--- src/rtl/rcc_pkg.sv ---
`timescale 1ns/1ps
// rcc_pkg: shared constants for the reset cause and debug capture block.
// Assumes a 3-bit register address and 32-bit register words.
package rcc_pkg;
    localparam int WORD_W     = 32;
    localparam int ADDR_W     = 3;
    localparam int NUM_CAUSES = 4;

    // Reason bit positions, read by software.
    localparam int CAUSE_LOWPWR = 0;
    localparam int CAUSE_PERIPH = 1;
    localparam int CAUSE_DEBUG  = 2;
    localparam int CAUSE_SW     = 3;

    // Control register fields.
    localparam int CTRL_EN_BIT  = 0;
    localparam int CTRL_IDX_LSB = 4;

    // Lock register field.
    localparam int LOCK_BIT = 0;

    localparam logic [ADDR_W-1:0] ADDR_CAUSE      = 3'd0;
    localparam logic [ADDR_W-1:0] ADDR_CPU_CTRL   = 3'd1;
    localparam logic [ADDR_W-1:0] ADDR_CPU_LOCK   = 3'd2;
    localparam logic [ADDR_W-1:0] ADDR_CPU_INFO   = 3'd3;
    localparam logic [ADDR_W-1:0] ADDR_ALERT_CTRL = 3'd4;
    localparam logic [ADDR_W-1:0] ADDR_ALERT_LOCK = 3'd5;
    localparam logic [ADDR_W-1:0] ADDR_ALERT_INFO = 3'd6;
endpackage

--- src/rtl/rcc_cause_reg.sv ---
`timescale 1ns/1ps
// rcc_cause_reg: sticky reset-reason bits with write-1-to-clear.
// A request in the same cycle as a clear of the same bit keeps the bit set.
// Assumes the request inputs are single-cycle pulses.
module rcc_cause_reg #(
    parameter int N = 4
) (
    input  logic         clk_i,
    input  logic         rst_ni,
    input  logic [N-1:0] req_i,
    input  logic         clr_we_i,
    input  logic [N-1:0] clr_mask_i,
    output logic [N-1:0] cause_o
);
    logic [N-1:0] cause_q;
    logic [N-1:0] clr_eff;

    // Clear mask is active only on a write to this register.
    always_comb clr_eff = clr_we_i ? clr_mask_i : '0;

    // Keep old bits, drop cleared ones, then OR in new requests.
    always_ff @(posedge clk_i) begin
        if (!rst_ni) cause_q <= '0;
        else         cause_q <= (cause_q & ~clr_eff) | req_i;
    end

    assign cause_o = cause_q;
endmodule

--- src/rtl/rcc_capture_chan.sv ---
`timescale 1ns/1ps
// rcc_capture_chan: one debug capture channel. It holds an enable and an
// index behind a lock bit that can only be cleared. It snapshots a wide dump
// on trigger when enabled, then clears the enable. The selected word is
// presented combinationally, and an index past WORDS yields zero.
module rcc_capture_chan #(
    parameter int WORDS  = 8,
    parameter int WORD_W = 32,
    parameter int IDX_W  = 3,
    localparam int BITS  = WORDS * WORD_W
) (
    input  logic              clk_i,
    input  logic              rst_ni,
    input  logic              trig_i,
    input  logic [BITS-1:0]   dump_i,
    input  logic              ctrl_we_i,
    input  logic              en_wr_i,
    input  logic [IDX_W-1:0]  idx_wr_i,
    input  logic              lock_we_i,
    input  logic              lock_wr_i,
    output logic              en_o,
    output logic [IDX_W-1:0]  idx_o,
    output logic              lock_o,
    output logic [WORD_W-1:0] word_o,
    output logic [BITS-1:0]   snap_o
);
    logic             en_q;
    logic [IDX_W-1:0] idx_q;
    logic             lock_q;
    logic [BITS-1:0]  snap_q;
    logic             capture;

    // A capture happens only when the channel is armed.
    always_comb capture = trig_i && en_q;

    // Lock starts open and can only be closed, by writing 0.
    always_ff @(posedge clk_i) begin
        if (!rst_ni)                     lock_q <= 1'b1;
        else if (lock_we_i && !lock_wr_i) lock_q <= 1'b0;
    end

    // Control fields: written while unlocked; a capture disarms the enable.
    always_ff @(posedge clk_i) begin
        if (!rst_ni) begin
            en_q  <= 1'b0;
            idx_q <= '0;
        end else begin
            if (ctrl_we_i && lock_q) begin
                en_q  <= en_wr_i;
                idx_q <= idx_wr_i;
            end
            if (capture) en_q <= 1'b0;
        end
    end

    // Snapshot storage is loaded whole on a capture.
    always_ff @(posedge clk_i) begin
        if (!rst_ni)      snap_q <= '0;
        else if (capture) snap_q <= dump_i;
    end

    // Word select; indexes beyond WORDS match nothing and give zero.
    always_comb begin
        word_o = '0;
        for (int i = 0; i < WORDS; i++) begin
            if (idx_q == IDX_W'(i)) word_o = snap_q[i*WORD_W +: WORD_W];
        end
    end

    assign en_o   = en_q;
    assign idx_o  = idx_q;
    assign lock_o = lock_q;
    assign snap_o = snap_q;
endmodule

--- src/rtl/rst_cause_capture.sv ---
`timescale 1ns/1ps
// rst_cause_capture: reset reason register plus processor and alert debug
// capture channels behind a simple register port. Read data is
// combinational from the address. The processor channel triggers on
// low-power, peripheral and debug requests. The alert channel triggers on
// all four requests. Assumes request inputs are single-cycle pulses.
module rst_cause_capture
    import rcc_pkg::*;
#(
    parameter int CPU_WORDS   = 8,
    parameter int ALERT_WORDS = 8,
    parameter int IDX_W       = 3,
    localparam int CPU_BITS   = CPU_WORDS * WORD_W,
    localparam int ALERT_BITS = ALERT_WORDS * WORD_W
) (
    input  logic                  clk_i,
    input  logic                  rst_ni,
    input  logic                  req_lowpwr_i,
    input  logic                  req_periph_i,
    input  logic                  req_debug_i,
    input  logic                  req_sw_i,
    input  logic [CPU_BITS-1:0]   cpu_dump_i,
    input  logic [ALERT_BITS-1:0] alert_dump_i,
    input  logic                  reg_we_i,
    input  logic [ADDR_W-1:0]     reg_addr_i,
    input  logic [WORD_W-1:0]     reg_wdata_i,
    output logic [WORD_W-1:0]     reg_rdata_o
);
    logic [NUM_CAUSES-1:0] req_vec;
    logic [NUM_CAUSES-1:0] cause_q;
    logic                  cpu_trig, alert_trig;
    logic                  we_cause, we_cpu_ctrl, we_cpu_lock, we_alert_ctrl, we_alert_lock;
    logic                  cpu_en, alert_en, cpu_lock, alert_lock;
    logic [IDX_W-1:0]      cpu_idx, alert_idx;
    logic [WORD_W-1:0]     cpu_word, alert_word;
    logic [CPU_BITS-1:0]   cpu_snap;
    logic [ALERT_BITS-1:0] alert_snap;
    logic                  unused_wdata;

    // Gather request pulses into reason-bit order.
    always_comb begin
        req_vec               = '0;
        req_vec[CAUSE_LOWPWR] = req_lowpwr_i;
        req_vec[CAUSE_PERIPH] = req_periph_i;
        req_vec[CAUSE_DEBUG]  = req_debug_i;
        req_vec[CAUSE_SW]     = req_sw_i;
    end

    // Trigger sets: a software request leaves the processor snapshot alone.
    always_comb begin
        cpu_trig   = req_lowpwr_i | req_periph_i | req_debug_i;
        alert_trig = |req_vec;
    end

    // Register write decode.
    always_comb begin
        we_cause      = reg_we_i && (reg_addr_i == ADDR_CAUSE);
        we_cpu_ctrl   = reg_we_i && (reg_addr_i == ADDR_CPU_CTRL);
        we_cpu_lock   = reg_we_i && (reg_addr_i == ADDR_CPU_LOCK);
        we_alert_ctrl = reg_we_i && (reg_addr_i == ADDR_ALERT_CTRL);
        we_alert_lock = reg_we_i && (reg_addr_i == ADDR_ALERT_LOCK);
    end

    assign unused_wdata = ^reg_wdata_i[WORD_W-1:CTRL_IDX_LSB+IDX_W];

    rcc_cause_reg #(.N(NUM_CAUSES)) u_cause (
        .clk_i      (clk_i),
        .rst_ni     (rst_ni),
        .req_i      (req_vec),
        .clr_we_i   (we_cause),
        .clr_mask_i (reg_wdata_i[NUM_CAUSES-1:0]),
        .cause_o    (cause_q)
    );

    rcc_capture_chan #(.WORDS(CPU_WORDS), .WORD_W(WORD_W), .IDX_W(IDX_W)) u_cpu_chan (
        .clk_i     (clk_i),
        .rst_ni    (rst_ni),
        .trig_i    (cpu_trig),
        .dump_i    (cpu_dump_i),
        .ctrl_we_i (we_cpu_ctrl),
        .en_wr_i   (reg_wdata_i[CTRL_EN_BIT]),
        .idx_wr_i  (reg_wdata_i[CTRL_IDX_LSB +: IDX_W]),
        .lock_we_i (we_cpu_lock),
        .lock_wr_i (reg_wdata_i[LOCK_BIT]),
        .en_o      (cpu_en),
        .idx_o     (cpu_idx),
        .lock_o    (cpu_lock),
        .word_o    (cpu_word),
        .snap_o    (cpu_snap)
    );

    rcc_capture_chan #(.WORDS(ALERT_WORDS), .WORD_W(WORD_W), .IDX_W(IDX_W)) u_alert_chan (
        .clk_i     (clk_i),
        .rst_ni    (rst_ni),
        .trig_i    (alert_trig),
        .dump_i    (alert_dump_i),
        .ctrl_we_i (we_alert_ctrl),
        .en_wr_i   (reg_wdata_i[CTRL_EN_BIT]),
        .idx_wr_i  (reg_wdata_i[CTRL_IDX_LSB +: IDX_W]),
        .lock_we_i (we_alert_lock),
        .lock_wr_i (reg_wdata_i[LOCK_BIT]),
        .en_o      (alert_en),
        .idx_o     (alert_idx),
        .lock_o    (alert_lock),
        .word_o    (alert_word),
        .snap_o    (alert_snap)
    );

    // Read data multiplexer, combinational from the address.
    always_comb begin
        reg_rdata_o = '0;
        unique case (reg_addr_i)
            ADDR_CAUSE:      reg_rdata_o[NUM_CAUSES-1:0] = cause_q;
            ADDR_CPU_CTRL: begin
                reg_rdata_o[CTRL_EN_BIT]                = cpu_en;
                reg_rdata_o[CTRL_IDX_LSB +: IDX_W]      = cpu_idx;
            end
            ADDR_CPU_LOCK:   reg_rdata_o[LOCK_BIT] = cpu_lock;
            ADDR_CPU_INFO:   reg_rdata_o = cpu_word;
            ADDR_ALERT_CTRL: begin
                reg_rdata_o[CTRL_EN_BIT]                = alert_en;
                reg_rdata_o[CTRL_IDX_LSB +: IDX_W]      = alert_idx;
            end
            ADDR_ALERT_LOCK: reg_rdata_o[LOCK_BIT] = alert_lock;
            ADDR_ALERT_INFO: reg_rdata_o = alert_word;
            default:         reg_rdata_o = '0;
        endcase
    end
endmodule

--- config.mk ---
export PLATFORM = sky130hd
export DESIGN_NAME = rst_cause_capture
export DESIGN_NICKNAME = d
export VERILOG_FILES = /design/src/rtl/rcc_pkg.sv /design/src/rtl/rcc_cause_reg.sv /design/src/rtl/rcc_capture_chan.sv /design/src/rtl/rst_cause_capture.sv
export SDC_FILE = /design/constraint.sdc
export NUM_CORES = 1
export LEC_CHECK = 0
export BUFFER_PORTS_ARGS = -buffer_cell sky130_fd_sc_hd__buf_2
export CAP_MARGIN = 20
export CORE_ASPECT_RATIO = 1.4
export CORE_MARGIN = 3
export CORE_UTILIZATION = 39
export DETAILED_ROUTE_END_ITERATION = 7
export PLACE_DENSITY_LB_ADDON = 0.3
export SETUP_SLACK_MARGIN = 0.05
export SYNTH_ARGS = -nofsm -noshare
export SYNTH_HDL_FRONTEND = slang
export SYNTH_SLANG_ARGS = --single-unit
--- constraint.sdc ---
create_clock -name clk_i -period 1.5 [get_ports clk_i]
set_clock_uncertainty 0.05 [all_clocks]
set_input_delay 0.075 -clock clk_i [delete_from_list [all_inputs] [get_ports clk_i]]
set_output_delay 0.075 -clock clk_i [all_outputs]
set_load 0.02 [all_outputs]
==> run metrics, run 1 <==
Final setup viols 32; Fin. Hold Viols 0; r2r worst-path depth 5; routed vias 25600; CP endpoint kind output port; simple-gate share of the synthesized area 18.8%; Max clock buf depth 3; crit path max fanout 8; Max Slew Vio Count 0; Ys Warns 0; starting density of the core 39.5%; Synth Area in Compound Gates a little over a fifth; GP Congestion roughly 0.90; die area approximately 0.065 mm^2; hold path startpoint reg_we_i; antenna violations before repair 20; CP Data Arrival Time ~2600 ps; GRT overflow 0; Worst R2R Setup Slack 70 ps; sequential share of the synthesized area a little over two fifths; row count around 110; Worst Hold Path EP u_cause.cause_o[0]; startpoint class of the critical path flip-flop; DRC viols 0; share of layout cells above drive strength 1 roughly 30%; period utilization 178%; top post-synthesis cells by count nand2_1, dfxtp_1, a21boi_1; PortBufs between 500 and 600; I/O pin cnt around 600; failing checks negative setup slack; post-layout min period 2670 ps; vias per inst around 5.3; drt initial violations around 2100; Yosys cell types 52; worst path required time approximately 1400 ps; VDD IR-drop max about 0.89 mV; clock sink total 526; fmax ~370 MHz; Num CTS Buffers 52; Max Cap Viol 0; post-synth net total between 3000 and 4000; LEAKAGE ~14 nW; Core Area approximately 0.061 mm^2; vias in the first global route 26000; most frequent cell after synthesis nand2_1; die height about 300 um; hold depth 6; cell area after synthesis about 0.024 mm^2; Root Buffer Master clkbuf_16; Clock Pin Slew Worst Setup and Hold Paths around 60 ps; first-pass GRT wire length approximately 160000 um; most used flip-flop cell after synthesis dfxtp_1; RSZ-0062 raised after global routing true; Yosys top cell area share a little over two fifths; Worst-Margin Slew 509 ps; post-layout util 62.6%; final net count roughly 4500; Tot Pwr about 0.032 W; CTS tree built; number of synthesized flops with an enable pin 0; Cell Pwr Density 840 mW/mm^2; post-synthesis register bit count about 530; largest net degree at the start of global routing about 120; xor/xnor cell area share of the yosys netlist 0%; Adder-Cell Fraction of Synth Area 0%; reg2reg end u_alert_chan.snap_o[238]; setup TNS -35260 ps; syn_area_per_cell 8.63 um^2; status finished, violations left; hold slack between 70 and 80 ps; mux contribution to synthesized area under 10%; Clk Latency, worst-skew pair ~600 ps; worst reg2reg path startpoint u_alert_chan.en_o; ranking of synthesized cells by area dfxtp_1, nand2_1, a21boi_1, a21boi_0, mux4_2; Slew HR between 60% and 70%; HPWL after DPL between 70000 and 80000 um; synth-to-layout area growth 58.6%; Hold Path Class input pin to flip-flop; H-tree Lvls 2; First-pass DRT Iterations 6; routed length per instance about 22 um; number of filler cells placed in the layout 4766; Detail Route Antenna Nets 0; ys async rst share 0%; Die Span X 216 um; Routed WL between 100000 and 150000 um; GRT Overall Usage roughly a third; main combinational cell family by area after synthesis compound AO/OA/AOI/OAI gates; cell count after synthesis around 2800; kind of critical path flip-flop to output port; top cell type by total area after synthesis dfxtp_1; final worst slack -1170 ps
[worst max-delay path by stage]
stage	endpoint	start	cells past startpoint	slack [ps]
after floorplan	reg_rdata_o[1]	u_cpu_chan.idx_o[0]	6	-130
after global placement	reg_rdata_o[17]	u_alert_chan.idx_o[0]	8	-770
after detailed placement	reg_rdata_o[17]	u_alert_chan.idx_o[0]	8	-800
after CTS	reg_rdata_o[15]	u_alert_chan.idx_o[0]	8	-1210
after global routing	reg_rdata_o[15]	u_alert_chan.idx_o[1]	9	-1230
final	reg_rdata_o[15]	u_cpu_chan.idx_o[1]	7	-1170
[metrics by stage]
step | instances | cell area, um^2 | setup slack (ps)
after global placement | 4149 | 28900 | -769
final | 4840 | 38200 | -1170
after global routing | 4837 | 38100 | -1230
after detailed placement | 4149 | 28900 | -800
after floorplan | 2788 | 24300 | -132
after CTS | 4790 | 37000 | -1210
[timing repair]
action                                  in CTS  in global routing
gates cloned                                 3                  9
hold endpoints to repair                   526                  0
setup buffers                               23                 36
pin swaps                                   42                 58
hold buffers                               528                  0
endpoints found under the setup margin      34                151
resized for setup                          214                150
[registers in the layout, summed over array words and instances, names as in the netlist]
name and count:
u_cpu_chan.en_o 1, u_alert_chan.en_o 1, u_cause.cause_o 4, u_cpu_chan.idx_o 3, u_alert_chan.idx_o 3, u_alert_chan.lock_o 1
u_alert_chan.snap_o 256, u_cpu_chan.snap_o 256, u_cpu_chan.lock_o 1
[cell families (layout without fill, tap and decap cells)]
kind of cell / Yosys count / after routing
flip-flops: 526 / 526
AO/OA/AOI/OAI: 716 / 716
buffers and inverters: 241 / 1459
AND/OR/NAND/NOR: 1152 / 1154
other: 0 / 15
multiplexers: 153 / 153
[placed cells by master, fill, tap and decap left out, types with 58 or more instances in the layout]
| master | netlist | layout |
|---|---|---|
| buf_4 | 19 | 152 |
| dlygate4sd3_1 | 0 | 528 |
| buf_6 | 46 | 68 |
| a21boi_0 | 164 | 151 |
| a21boi_1 | 348 | 361 |
| clkbuf_16 | 0 | 59 |
| nand2_1 | 1037 | 1035 |
| buf_2 | 89 | 529 |
| mux4_2 | 53 | 58 |
| dfxtp_1 | 526 | 519 |
[worst max-delay path, stage by stage (launching register included)]
cell	delay, ps
dfxtp_4	370
buf_12	140
buf_12	130
mux2_2	330
o22ai_1	410
a211oi_1	150
or2_4	270
buf_6	130
[power by group]
group          total [W]  leakage (nW)  internal (W)  switching, W
Combinational    0.00389          9.24       0.00227       0.00161
Sequential        0.0143          4.25        0.0142      0.000138
Clock             0.0139         0.878       0.00788       0.00598
Total             0.0320          14.4        0.0243       0.00773
[metal layers]
metal / up-vias / GRT usage, % / wire length (um)
met1: 12300 / 35.3 / 39500
met3: 332 / 5.56 / 6920
met2: 1206 / 56.7 / 54700
met5: - / 0 / 50
met4: 8 / 17.1 / 7390
li1: 11800 / - / -
[cell type report]
cell class | instances | area, um^2 | share of cell area, %
flip-flops and latches | 526 | 10600 | 27.7
inverters | 5 | 18.8 | 0.0492
clock buffers | 66 | 1440 | 3.78
diodes | 15 | 37.5 | 0.0984
repair buffers | 1359 | 11500 | 30.2
well taps | 817 | 1020 | 2.68
multi-input cells | 2023 | 13200 | 34.7
clock inverters | 29 | 335 | 0.879
Power figures use the tool's default switching activity.
==> inputs of run 2 (changes only) <==
- CORE_ASPECT_RATIO: 1.4 -> unset
- CORE_UTILIZATION: 39 -> 49
==> run 2 against run 1 <==
The run still ends with negative setup slack left. Clock-buffer cell count is 16 higher. Setup slack got worse by 54 ps. Routed wire length grew 4.6%. Hold slack worse by 19 ps. Sequential power about the same. Total power fell by 0.54%. Cell count shrank 3.0%. Final area decreased by 0.83%. Via count is 6.3% higher. Flip-flop and latch count is the same. Fmax shrank 2.0%. Global-route usage rose by 8.9 points. Critical path type unchanged. Critical endpoint is now reg_rdata_o[27]. Largest power group unchanged. Highest routed layer unchanged.
==> run metrics, run 2 (synthesis results as in run 1) <==
Hold Path Class input pin to flip-flop (unchanged); Core Area 0.0481 mm^2 (was 0.0609 mm^2); fmax 367 MHz (was 374 MHz); worst path required time 1370 ps (about the same); DRC viols 0 (unchanged); die height 228 um (was 300 um); First-pass DRT Iterations 8 (was 6); Max Slew Vio Count 0 (unchanged); row count 80 (was 107); met1 Track Usage GR 46.8% (was 35.3%); GP Congestion 0.925 (was 0.904); RSZ-0062 raised after global routing true (unchanged); routed length per instance 24.2 um (was 22.4 um); Die Span X 228 um (was 216 um); clock sink total 526 (unchanged); Final setup viols 34 (was 32); Max clock buf depth 3 (unchanged); starting density of the core 50.0% (was 39.5%); post-layout min period 2730 ps (was 2670 ps); antenna violations before repair 8 (was 20); met3 Usage GRT 9.68% (was 5.56%); die area 0.0518 mm^2 (was 0.0647 mm^2); Root Buffer Master clkbuf_16 (unchanged); most frequent cells in the layout nand2_1, buf_2, dlygate4sd3_1 (unchanged); Clk Latency, worst-skew pair 600 ps (about the same); Routed WL 113000 um (was 109000 um); post-layout util 78.6% (was 62.6%); PortBufs 560 (unchanged); Num CTS Buffers 55 (was 52); CP Data Arrival Time 2600 ps (was 2550 ps); CTS tree built (unchanged); HPWL after DPL 68200 um (was 74300 um); failing checks negative setup slack (unchanged); GRT overflow 0 (unchanged); period utilization 182% (was 178%); routed vias 27200 (was 25600); synth-to-layout area growth 57.3% (was 58.6%); vias in the first global route 26900 (was 26000); kind of critical path flip-flop to output port (unchanged); H-tree Lvls 2 (unchanged); largest net degree at the start of global routing 120 (was 115); Detail Route Antenna Nets 0 (unchanged); final worst slack -1230 ps (was -1170 ps); final net count 4541 (was 4521); status finished, violations left (unchanged); first-pass GRT wire length 158000 um (was 156000 um); Non-Filler Instances 4694 (was 4840); I/O pin cnt 586 (unchanged); Cell Pwr Density 842 mW/mm^2 (was 840 mW/mm^2); LEAKAGE 14.3 nW (was 14.4 nW); CP endpoint kind output port (unchanged); VDD IR-drop max 0.678 mV (was 0.888 mV); Clock Pin Slew Worst Setup and Hold Paths 60 ps (about the same); share of layout cells above drive strength 1 30.0% (was 29.8%); Fin. Hold Viols 0 (unchanged); gr busiest metal met2 (unchanged); drt initial violations 2870 (was 2136); commonest non-fill, non-tap cell in the layout nand2_1 (unchanged); startpoint class of the critical path flip-flop (unchanged); Max Cap Viol 0 (unchanged); Slew HR 57.9% (was 66.1%); crit path max fanout 6 (was 8); Cells after DPL 3993 (was 4149); M2 GR Usage 65.8% (was 56.7%); Worst-Margin Slew 629 ps (was 509 ps); vias per inst 5.80 (was 5.29); GRT Overall Usage 40.4% (was 31.5%); Worst R2R Setup Slack -310 ps (was 70 ps)
[run 2: cell types whose count changed in the layout (fill, tap and decap cells not counted), sizes merged, moves of 2 or more]
cell	previous run	this run
buf	824	836
bufinv	6	2
clkbuf	73	93
clkinv	16	9
clkinvlp	4	2
diode	15	11
nand2b	6	8
[run 2: layout make-up]
type / instances / area [um^2]
repair buffers: 1375 / 11500
multi-input cells: 2024 / 13100
well taps: 656 / 821
fillers: 2875 / 10300
diodes: 11 / 27.5
clock buffers: 82 / 1600
clock inverters: 15 / 151
inverters: 5 / 18.8
flip-flops and latches: 526 / 10600
[run 2: metal layers]
layer,share of wire (%),vias up,routed length [um]
li1,-,11800,-
met1,35,12800,39900
met2,46,1923,52600
met3,9.8,623,11200
met4,8.6,2,9810
met5,0.0070,-,8
[run 2: per-stage QoR]
stage | total power, W | setup TNS (ps) | hold slack, ps | setup WS, ps | cell area, um^2
after floorplan | 0.0156 | -2870 | 156 | -132 | 24300
after global placement | 0.0170 | -33800 | 269 | -799 | 28600
after detailed placement | 0.0170 | -43690 | 273 | -802 | 28600
after CTS | 0.0314 | -36890 | 2.50 | -1230 | 36500
after global routing | 0.0326 | -38590 | 93.8 | -1250 | 37800
final | 0.0319 | -37050 | 52.0 | -1230 | 37800
[run 2: worst max-delay path, cell delays in order, from the launching register on]
cell	delay [ps]
dfxtp_4	390
buf_12	130
buf_12	130
buf_12	100
mux4_2	540
nor2_4	150
a211o_1	210
o21ai_2	130
buf_2	210
[run 2: report_power, final]
group / internal, W / switching, W / total [W]
registers: 0.0142 / 0.000143 / 0.0143
clock network: 0.00769 / 0.00588 / 0.0136
logic: 0.00227 / 0.00171 / 0.00398
total: 0.0241 / 0.00773 / 0.0319
[run 2: path summary, 6_finish.rpt]
kind	start	to	cells past startpoint
setup reg to reg	u_alert_chan.en_o	u_alert_chan.snap_o[98]	6
hold reg to reg	u_alert_chan.snap_o[233]	u_alert_chan.snap_o[233]	2
hold / removal	reg_addr_i[1]	u_alert_chan.lock_o	5
setup / recovery	u_alert_chan.idx_o[0]	reg_rdata_o[27]	8
[run 2: what timing repair did]
action                                  in CTS  in global routing
hold buffers                               528                  0
setup buffers                               19                 37
gates resized for setup                    148                158
cloned                                       3                 15
endpoints found under the setup margin      33                172
hold endpoints to repair                   526                  0
pin swaps                                   25                 52
